## src/rtl/clkdet_pkg.sv

```systemverilog
package clkdet_pkg;

    localparam int unsigned NUM_RATIOS     = 10;
    localparam int unsigned CODE_W         = 4;
    localparam int unsigned DIV_W          = 6;
    localparam int unsigned MAX_RATIO      = 1152;
    localparam int unsigned BCLK_PER_FRAME = 64;

    typedef logic [CODE_W-1:0] ratio_code_t;

    typedef enum logic [1:0] {
        SPD_SINGLE = 2'd0,
        SPD_DOUBLE = 2'd1,
        SPD_QUAD   = 2'd2
    } speed_e;

    typedef struct packed {
        logic             valid;
        ratio_code_t      code;
        speed_e           speed;
        logic [DIV_W-1:0] div_half;
    } det_result_t;

    // Nominal master cycles per frame for each ratio code
    function automatic int unsigned ratio_of(input ratio_code_t c);
        case (c)
            4'd0:    return 64;
            4'd1:    return 96;
            4'd2:    return 128;
            4'd3:    return 192;
            4'd4:    return 256;
            4'd5:    return 384;
            4'd6:    return 512;
            4'd7:    return 768;
            4'd8:    return 1024;
            4'd9:    return 1152;
            default: return 0;
        endcase
    endfunction

    // Ratio window allowed in each speed mode
    function automatic logic legal_in(input speed_e s, input ratio_code_t c);
        case (s)
            SPD_QUAD:   return (c <= 4'd3);
            SPD_DOUBLE: return (c >= 4'd2) && (c <= 4'd6);
            SPD_SINGLE: return (c >= 4'd4) && (c <= 4'd9);
            default:    return 1'b0;
        endcase
    endfunction

    // Bit clock period in half master periods: ratio / (64 / 2)
    function automatic logic [DIV_W-1:0] half_div_of(input ratio_code_t c);
        return DIV_W'((ratio_of(c) * 2) / BCLK_PER_FRAME);
    endfunction

    function automatic int unsigned abs_diff(input int unsigned a, input int unsigned b);
        return (a >= b) ? (a - b) : (b - a);
    endfunction

endpackage

```

## src/rtl/frame_period_meter.sv

```systemverilog
module frame_period_meter
    import clkdet_pkg::*;
#(
    parameter int unsigned PER_W = 11
) (
    input  logic             clk_i,
    input  logic             rst_i,
    input  logic             frame_clk_i,
    output logic             rise_o,
    output logic             period_evt_o,
    output logic [PER_W-1:0] period_o
);

    localparam logic [PER_W-1:0] CNT_MAX = '1;

    logic             frame_q;
    logic             armed_q;
    logic [PER_W-1:0] cnt_q;

    assign rise_o       = frame_clk_i & ~frame_q;
    assign period_evt_o = rise_o & armed_q;
    assign period_o     = cnt_q;

    always_ff @(posedge clk_i) begin
        if (rst_i) begin
            frame_q <= 1'b1;
            armed_q <= 1'b0;
            cnt_q   <= '0;
        end else begin
            frame_q <= frame_clk_i;
            if (rise_o) begin
                armed_q <= 1'b1;
                cnt_q   <= PER_W'(1);
            end else if (cnt_q != CNT_MAX) begin
                cnt_q <= cnt_q + PER_W'(1);
            end
        end
    end

    AST_PERIOD_RESTART: assert property (@(posedge clk_i) disable iff (rst_i)
        rise_o |=> (cnt_q == PER_W'(1)));

    AST_PERIOD_NO_WRAP: assert property (@(posedge clk_i) disable iff (rst_i)
        (!rise_o && cnt_q == CNT_MAX) |=> (cnt_q == CNT_MAX));

endmodule

```

## src/rtl/mclk_rate_meter.sv

```systemverilog
module mclk_rate_meter
    import clkdet_pkg::*;
#(
    parameter int unsigned WIN_TICKS = 4,
    parameter int unsigned RATE_W    = 20
) (
    input  logic              clk_i,
    input  logic              rst_i,
    input  logic              ref_tick_i,
    output logic [RATE_W-1:0] rate_o,
    output logic              rate_ok_o
);

    localparam int unsigned TICK_W = $clog2(WIN_TICKS + 1);
    localparam logic [TICK_W-1:0] LAST_TICK = TICK_W'(WIN_TICKS - 1);
    localparam logic [RATE_W-1:0] RUN_MAX = '1;

    logic              started_q;
    logic [TICK_W-1:0] tick_n_q;
    logic [RATE_W-1:0] run_q;
    logic [RATE_W-1:0] run_inc;

    assign run_inc = (run_q == RUN_MAX) ? run_q : run_q + RATE_W'(1);

    always_ff @(posedge clk_i) begin
        if (rst_i) begin
            started_q <= 1'b0;
            tick_n_q  <= '0;
            run_q     <= '0;
            rate_o    <= '0;
            rate_ok_o <= 1'b0;
        end else if (ref_tick_i) begin
            if (!started_q) begin
                started_q <= 1'b1;
                tick_n_q  <= '0;
                run_q     <= RATE_W'(1);
            end else if (tick_n_q == LAST_TICK) begin
                rate_o    <= run_q;
                rate_ok_o <= 1'b1;
                tick_n_q  <= '0;
                run_q     <= RATE_W'(1);
            end else begin
                tick_n_q <= tick_n_q + TICK_W'(1);
                run_q    <= run_inc;
            end
        end else if (started_q) begin
            run_q <= run_inc;
        end
    end

    AST_RATE_OK_STICKY: assert property (@(posedge clk_i) disable iff (rst_i)
        rate_ok_o |=> rate_ok_o);

    AST_RATE_ONLY_ON_TICK: assert property (@(posedge clk_i) disable iff (rst_i)
        !ref_tick_i |=> $stable(rate_o));

endmodule

```

## src/rtl/ratio_classifier.sv

```systemverilog
module ratio_classifier
    import clkdet_pkg::*;
#(
    parameter int unsigned PER_W    = 11,
    parameter int unsigned RATE_W   = 20,
    parameter int unsigned TOL      = 2,
    parameter int unsigned DBL_MIN  = 56,
    parameter int unsigned QUAD_MIN = 112
) (
    input  logic [PER_W-1:0]  period_i,
    input  logic [RATE_W-1:0] rate_i,
    output logic              match_o,
    output ratio_code_t       code_o,
    output speed_e            speed_o,
    output logic              legal_o,
    output logic [DIV_W-1:0]  div_half_o
);

    logic [NUM_RATIOS-1:0] hit;
    logic [31:0]           nominal;
    logic [31:0]           dbl_thr;
    logic [31:0]           quad_thr;

    for (genvar i = 0; i < NUM_RATIOS; i++) begin : g_hit
        assign hit[i] = abs_diff(32'(period_i), ratio_of(ratio_code_t'(i))) <= TOL;
    end

    always_comb begin
        match_o = 1'b0;
        code_o  = '0;
        for (int i = NUM_RATIOS - 1; i >= 0; i--) begin
            if (hit[i]) begin
                match_o = 1'b1;
                code_o  = ratio_code_t'(i);
            end
        end
    end

    always_comb begin
        nominal  = ratio_of(code_o);
        dbl_thr  = nominal * DBL_MIN;
        quad_thr = nominal * QUAD_MIN;
        if (32'(rate_i) >= quad_thr) begin
            speed_o = SPD_QUAD;
        end else if (32'(rate_i) >= dbl_thr) begin
            speed_o = SPD_DOUBLE;
        end else begin
            speed_o = SPD_SINGLE;
        end
    end

    assign legal_o    = legal_in(speed_o, code_o);
    assign div_half_o = half_div_of(code_o);

endmodule

```

## src/rtl/clk_ratio_detector.sv

```systemverilog
module clk_ratio_detector
    import clkdet_pkg::*;
#(
    parameter int unsigned TOL       = 2,
    parameter int unsigned WIN_TICKS = 4,
    parameter int unsigned RATE_W    = 20,
    parameter int unsigned DBL_MIN   = 56,
    parameter int unsigned QUAD_MIN  = 112
) (
    input  logic       mclk_i,
    input  logic       rst_i,
    input  logic       frame_clk_i,
    input  logic       ref_tick_i,
    output logic       valid_o,
    output logic [3:0] ratio_code_o,
    output logic [1:0] speed_o,
    output logic [5:0] bclk_div_half_o
);

    localparam int unsigned PER_W = $clog2(2 * MAX_RATIO);

    logic              frame_rise;
    logic              period_evt;
    logic [PER_W-1:0]  period;
    logic [RATE_W-1:0] rate;
    logic              rate_ok;
    logic              match;
    ratio_code_t       code;
    speed_e            speed;
    logic              legal;
    logic [DIV_W-1:0]  div_half;

    logic [PER_W-1:0]  prev_per_q;
    logic              prev_ok_q;
    logic              stable;
    det_result_t       res_q;

    frame_period_meter #(.PER_W(PER_W)) u_period (
        .clk_i        (mclk_i),
        .rst_i        (rst_i),
        .frame_clk_i  (frame_clk_i),
        .rise_o       (frame_rise),
        .period_evt_o (period_evt),
        .period_o     (period)
    );

    mclk_rate_meter #(.WIN_TICKS(WIN_TICKS), .RATE_W(RATE_W)) u_rate (
        .clk_i      (mclk_i),
        .rst_i      (rst_i),
        .ref_tick_i (ref_tick_i),
        .rate_o     (rate),
        .rate_ok_o  (rate_ok)
    );

    ratio_classifier #(
        .PER_W    (PER_W),
        .RATE_W   (RATE_W),
        .TOL      (TOL),
        .DBL_MIN  (DBL_MIN),
        .QUAD_MIN (QUAD_MIN)
    ) u_class (
        .period_i   (period),
        .rate_i     (rate),
        .match_o    (match),
        .code_o     (code),
        .speed_o    (speed),
        .legal_o    (legal),
        .div_half_o (div_half)
    );

    assign stable = prev_ok_q && (abs_diff(32'(period), 32'(prev_per_q)) <= TOL);

    always_ff @(posedge mclk_i) begin
        if (rst_i) begin
            prev_per_q <= '0;
            prev_ok_q  <= 1'b0;
            res_q      <= '0;
        end else if (period_evt) begin
            prev_per_q <= period;
            prev_ok_q  <= 1'b1;
            if (stable && match && rate_ok && legal) begin
                res_q.valid    <= 1'b1;
                res_q.code     <= code;
                res_q.speed    <= speed;
                res_q.div_half <= div_half;
            end else begin
                res_q.valid <= 1'b0;
            end
        end
    end

    assign valid_o         = res_q.valid;
    assign ratio_code_o    = res_q.code;
    assign speed_o         = res_q.speed;
    assign bclk_div_half_o = res_q.div_half;

    AST_QUIET_BETWEEN_EDGES: assert property (@(posedge mclk_i) disable iff (rst_i)
        !frame_rise |=> $stable(res_q));

    AST_HOLD_ON_REJECT: assert property (@(posedge mclk_i) disable iff (rst_i)
        $fell(valid_o) |-> ($stable(ratio_code_o) && $stable(speed_o) && $stable(bclk_div_half_o)));

    AST_DIV_TRACKS_RATIO: assert property (@(posedge mclk_i) disable iff (rst_i)
        valid_o |-> (32'(bclk_div_half_o) * 32 == ratio_of(ratio_code_o)));

    AST_NO_VALID_WITHOUT_RATE: assert property (@(posedge mclk_i) disable iff (rst_i)
        !rate_ok |-> !valid_o);

    AST_VALID_MODE_LEGAL: assert property (@(posedge mclk_i) disable iff (rst_i)
        valid_o |-> legal_in(speed_e'(speed_o), ratio_code_o));

endmodule

```

## config.mk

```make
export PLATFORM = sky130hd
export DESIGN_NAME = clk_ratio_detector
export DESIGN_NICKNAME = d
export VERILOG_FILES = /design/src/rtl/clkdet_pkg.sv /design/src/rtl/frame_period_meter.sv /design/src/rtl/mclk_rate_meter.sv /design/src/rtl/ratio_classifier.sv /design/src/rtl/clk_ratio_detector.sv
export SDC_FILE = /design/constraint.sdc
export NUM_CORES = 1
export LEC_CHECK = 0
export BUFFER_PORTS_ARGS = -buffer_cell sky130_fd_sc_hd__buf_2
export CAP_MARGIN = 25
export CORE_MARGIN = 4
export CORE_UTILIZATION = 25
export CTS_CLUSTER_SIZE = 16
export DETAILED_ROUTE_END_ITERATION = 6
export PLACE_DENSITY = 0.47
export REMOVE_ABC_BUFFERS = 1
export SLEW_MARGIN = 10
export SYNTH_ARGS = -nofsm -noshare
export SYNTH_HDL_FRONTEND = slang
export SYNTH_SLANG_ARGS = --single-unit
export TNS_END_PERCENT = 1
```

## constraint.sdc

```tcl
create_clock -name mclk_i -period 10.64 [get_ports mclk_i]
set_input_delay 0 -clock mclk_i [delete_from_list [all_inputs] [get_ports mclk_i]]
set_output_delay 0 -clock mclk_i [all_outputs]
set_load 0.02 [all_outputs]
```

==> impl_results.md <==
* Via Count at 7912
* Via count of the first global-routing pass at 7468
* 1st-iter DRT viols at approximately 560
* CP required at around 11 ns
* Final nets at 1157
* Worst-Skew Late Latency at 0.36 ns
* WL/cell at 17.5 µm
* H-tree depth at 3
* Die footprint at 35700 µm²
* Synthesized area per cell at about 7.6 µm²
* Type of origin of the critical path: flop
* YS warnings at 0
* Via density at roughly 5.3
* TNS Setup at 0 ns
* Post-DRT Antenna Nets at 0
* Synth unique cells at 86
* Setup crit end kind: flop
* Maximum VDD drop at about 0.000056 V
* Dpl hpwl at just under 20000 µm
* Critical Path AT at 9.82 ns
* Logic pwr share at 0.149
* Cell mode on critical path: ha_1
* CTS tree: yes
* RSZ-0062 raised after global routing: no
* Fin crit period at 9.57 ns
* Post-synthesis mux area share at 0.0402
* Net Switching at 0.000239 W
* Initial antenna violation count at 0
* Yosys reg bits at 85
* Critical path class: reg -> reg
* Final WL at 26300 µm
* Hold Path Depth at 2
* DRC Markers at 0
* Sequential power share at 0.409
* Status: finished, final reports clean
* Buffers on Ports at 16
* Register area share after synthesis at 0.208
* Pwr Density at 88.4 nW/µm²
* Post-Synth Simple-Gate Area at 0.251
* Fin cells at ~1500
* Max-Slew Margin vs Limit at 0.381
* Number of synthesized flops with an enable pin at 0
* Worst hold path class: in -> reg
* CP Max Fanout at 21
* Main combinational cell family by area after synthesis: compound AO/OA/AOI/OAI gates
* CP max stage delay at 0.85 ns
* Starting Density at 0.257
* Cell Int Power at 0.000556 W
* Bufs and invs on worst path at 4
* TritonCTS Buffers at 9
* Area Growth Syn to Fin at 10.0%
* First-pass GRT wire length at 41900 µm
* Gp weighted congestion at 0.933
* Final Hold Fails at 0
* Cells after Synth at 1081
* Tcrit/Tclk final at 0.900
* Synth Area in Adders at 0.141
* Async SR Flop Fraction at 0
* Post-synth top flop: dfxtp_1
* XOR/XNOR Fraction of Synth Area at 0.0503
* Worst slew pin tran at 0.928 ns
* Clock Skews at 0.0138 ns
* # IOs at 17
* CTS max path bufs at 2
* CP max stage cell: a311oi_4
* Dpl cells at 1486
* Clk network pwr share at 0.441
* Die Width at 189 µm
* Fmax at 0.104 GHz
* Cell area after synthesis at 8180 µm²
* CP Depth at 29
* Reg2Reg Depth at 29
* Sw frac at 0.301
* CORE AREA at 31900 µm²
* Post-synthesis compound-gate area fraction at 0.251
* CTS root buf: clkbuf_16
* Max cap viols at 0
* Clock transition at path regs at about 0.08 ns
* # diodes at 0
* Row count at 65
* Crit-path leading delay family: compound AO/OA/AOI/OAI gates
* Max-slew violations at 0
* Layout cells sized above 1 at 0.0842
* Leak at 3.49 nW
* Die Ht at 189 µm
* Clk sinks at 85
* Remaining Overflow, GRT at 0
* Gr usage total at 0.144
* Final setup vio count at 0
* First-pass iteration count of the detailed router at 5
* Largest net degree at the start of global routing at 66
## cell families (layout without fill, tap and decap cells)
family,count (synthesis),count (layout)
and+or+nand+nor,411,411
AOI/OAI and AO/OA,304,304
muxes,29,29
DFF,85,85
buffers and inverters,116,104
xor gates and xnor gates,47,47
adders and majority gates,89,89
## flip-flops by register name (all words and copies together) (netlist names), 2 cells and up
name and count:
u_rate.run_q 20, u_rate.tick_n_q 3, u_period.period_o 12, speed_o 2, ratio_code_o 4, prev_per_q 12
bclk_div_half_o 6, u_rate.rate_o 20
## cell type report
class,instances,area (µm²)
clock buffer,9,225
clock inverter,7,103
fill,3534,22900
inverter,54,205
multi-input combinational,880,6000
sequential,85,1700
tap,435,544
timing repair buffer,34,220
## power groups by stage
stage | sequential, W | clock [W] | combinational (W)
4_1_cts | 0.000326 | 0.000365 | 0.000118
3_3_place_gp | 0.000333 | 0 | 0.000119
5_1_grt | 0.000327 | 0.000375 | 0.000131
3_5_place_dp | 0.000333 | 0 | 0.000117
6_report | 0.000326 | 0.000351 | 0.000119
2_1_floorplan | 0.000332 | 0 | 0.0000798
## worst register-to-register path: cells and delay by family (launching register included)
family	cells	cell delay [ns]
AO/OA/AOI/OAI	13	4.46
adder cells (fa/ha/maj)	6	2.74
buffers and inverters	4	0.71
AND/OR/NAND/NOR	4	0.65
multiplexers	1	0.41
flip-flops	1	0.30
XOR/XNOR	1	0.21
## routing by layer
layer | track usage | vias up | wire (µm)
li1 | - | 3891 | -
met1 | 0.201 | 3736 | 12500
met2 | 0.228 | 236 | 11600
met3 | 0.0240 | 49 | 1510
met4 | 0.0465 | 0 | 652
met5 | 0 | - | 0
## final timing paths
check                  endpoint  slack [ns]             startpoint
max          bclk_div_half_o[1]        1.07  u_period.period_o[10]
min            u_rate.run_q[17]        0.03                  rst_i
max reg2reg  bclk_div_half_o[1]        1.07  u_period.period_o[10]
min reg2reg    u_rate.rate_o[3]        0.45       u_rate.rate_o[3]
## Yosys cell counts, types with 7 or more instances
| cell | count | area, µm² |
|---|---|---|
| a31oi_1 | 18 | 113 |
| nand2b_1 | 21 | 131 |
| nand4_1 | 15 | 93.8 |
| o31ai_1 | 8 | 60.1 |
| o211ai_1 | 10 | 75.1 |
| nor3_1 | 27 | 135 |
| xnor2_1 | 40 | 350 |
| a311oi_1 | 7 | 61.3 |
| a21oi_1 | 89 | 445 |
| nand3_1 | 21 | 105 |
| o21a_1 | 13 | 97.6 |
| inv_1 | 49 | 184 |
| o22ai_1 | 7 | 43.8 |
| or2_2 | 8 | 50.1 |
| xor2_1 | 7 | 61.3 |
| ha_1 | 84 | 1050 |
| and2_1 | 14 | 87.6 |
| nor2b_1 | 21 | 131 |
| and3_1 | 10 | 62.6 |
| buf_2 | 8 | 40.0 |
| mux2_2 | 7 | 78.8 |
| a211oi_1 | 14 | 105 |
| dfxtp_1 | 85 | 1700 |
| nor2_1 | 92 | 345 |
| a21o_1 | 16 | 120 |
| mux2i_1 | 16 | 160 |
| nor4_1 | 15 | 93.8 |
| o21ai_0 | 49 | 245 |
| nand2_1 | 123 | 462 |
| or3_1 | 13 | 81.3 |
| a41oi_1 | 7 | 61.3 |
| clkbuf_1 | 49 | 184 |
## placed cells by master, fill, tap and decap left out, types with 10 or more instances in the layout
master,instances
a21o_1,16
nor4_1,15
nor2_1,92
buf_4,16
o21ai_0,49
a31oi_1,18
nand4_1,15
ha_1,84
nand2b_1,21
and3_1,10
buf_2,16
inv_1,49
nand3_1,21
nor3_1,27
a21oi_1,89
a211oi_1,14
nor2b_1,21
o21a_1,13
and2_1,14
nand2_1,123
mux2i_1,16
or3_1,13
xnor2_1,40
dfxtp_1,85
o211ai_1,10
## what timing repair did
item | in CTS | in global routing
buffers inserted | 0 | 0
hold buffers | 2 | 0
hold endpoints to repair | 3 | 0
gates resized for setup | 0 | 0
## metrics by stage
step                      total power [W]  hold WS [ns]  instance area (µm²)  setup slack (ns)   util
final                            0.000796        0.0307                 9000              1.07  0.282
after global routing             0.000833        0.0726                 9000             0.405  0.282
after CTS                        0.000808        0.0331                 9000              1.10  0.282
after detailed placement         0.000450         0.207                 8650              1.11  0.271
after global placement           0.000452         0.201                 8650              1.14  0.271
after floorplan                  0.000412        0.0691                 7910              2.42      -
No activity file was read; power rests on OpenSTA's default activity.
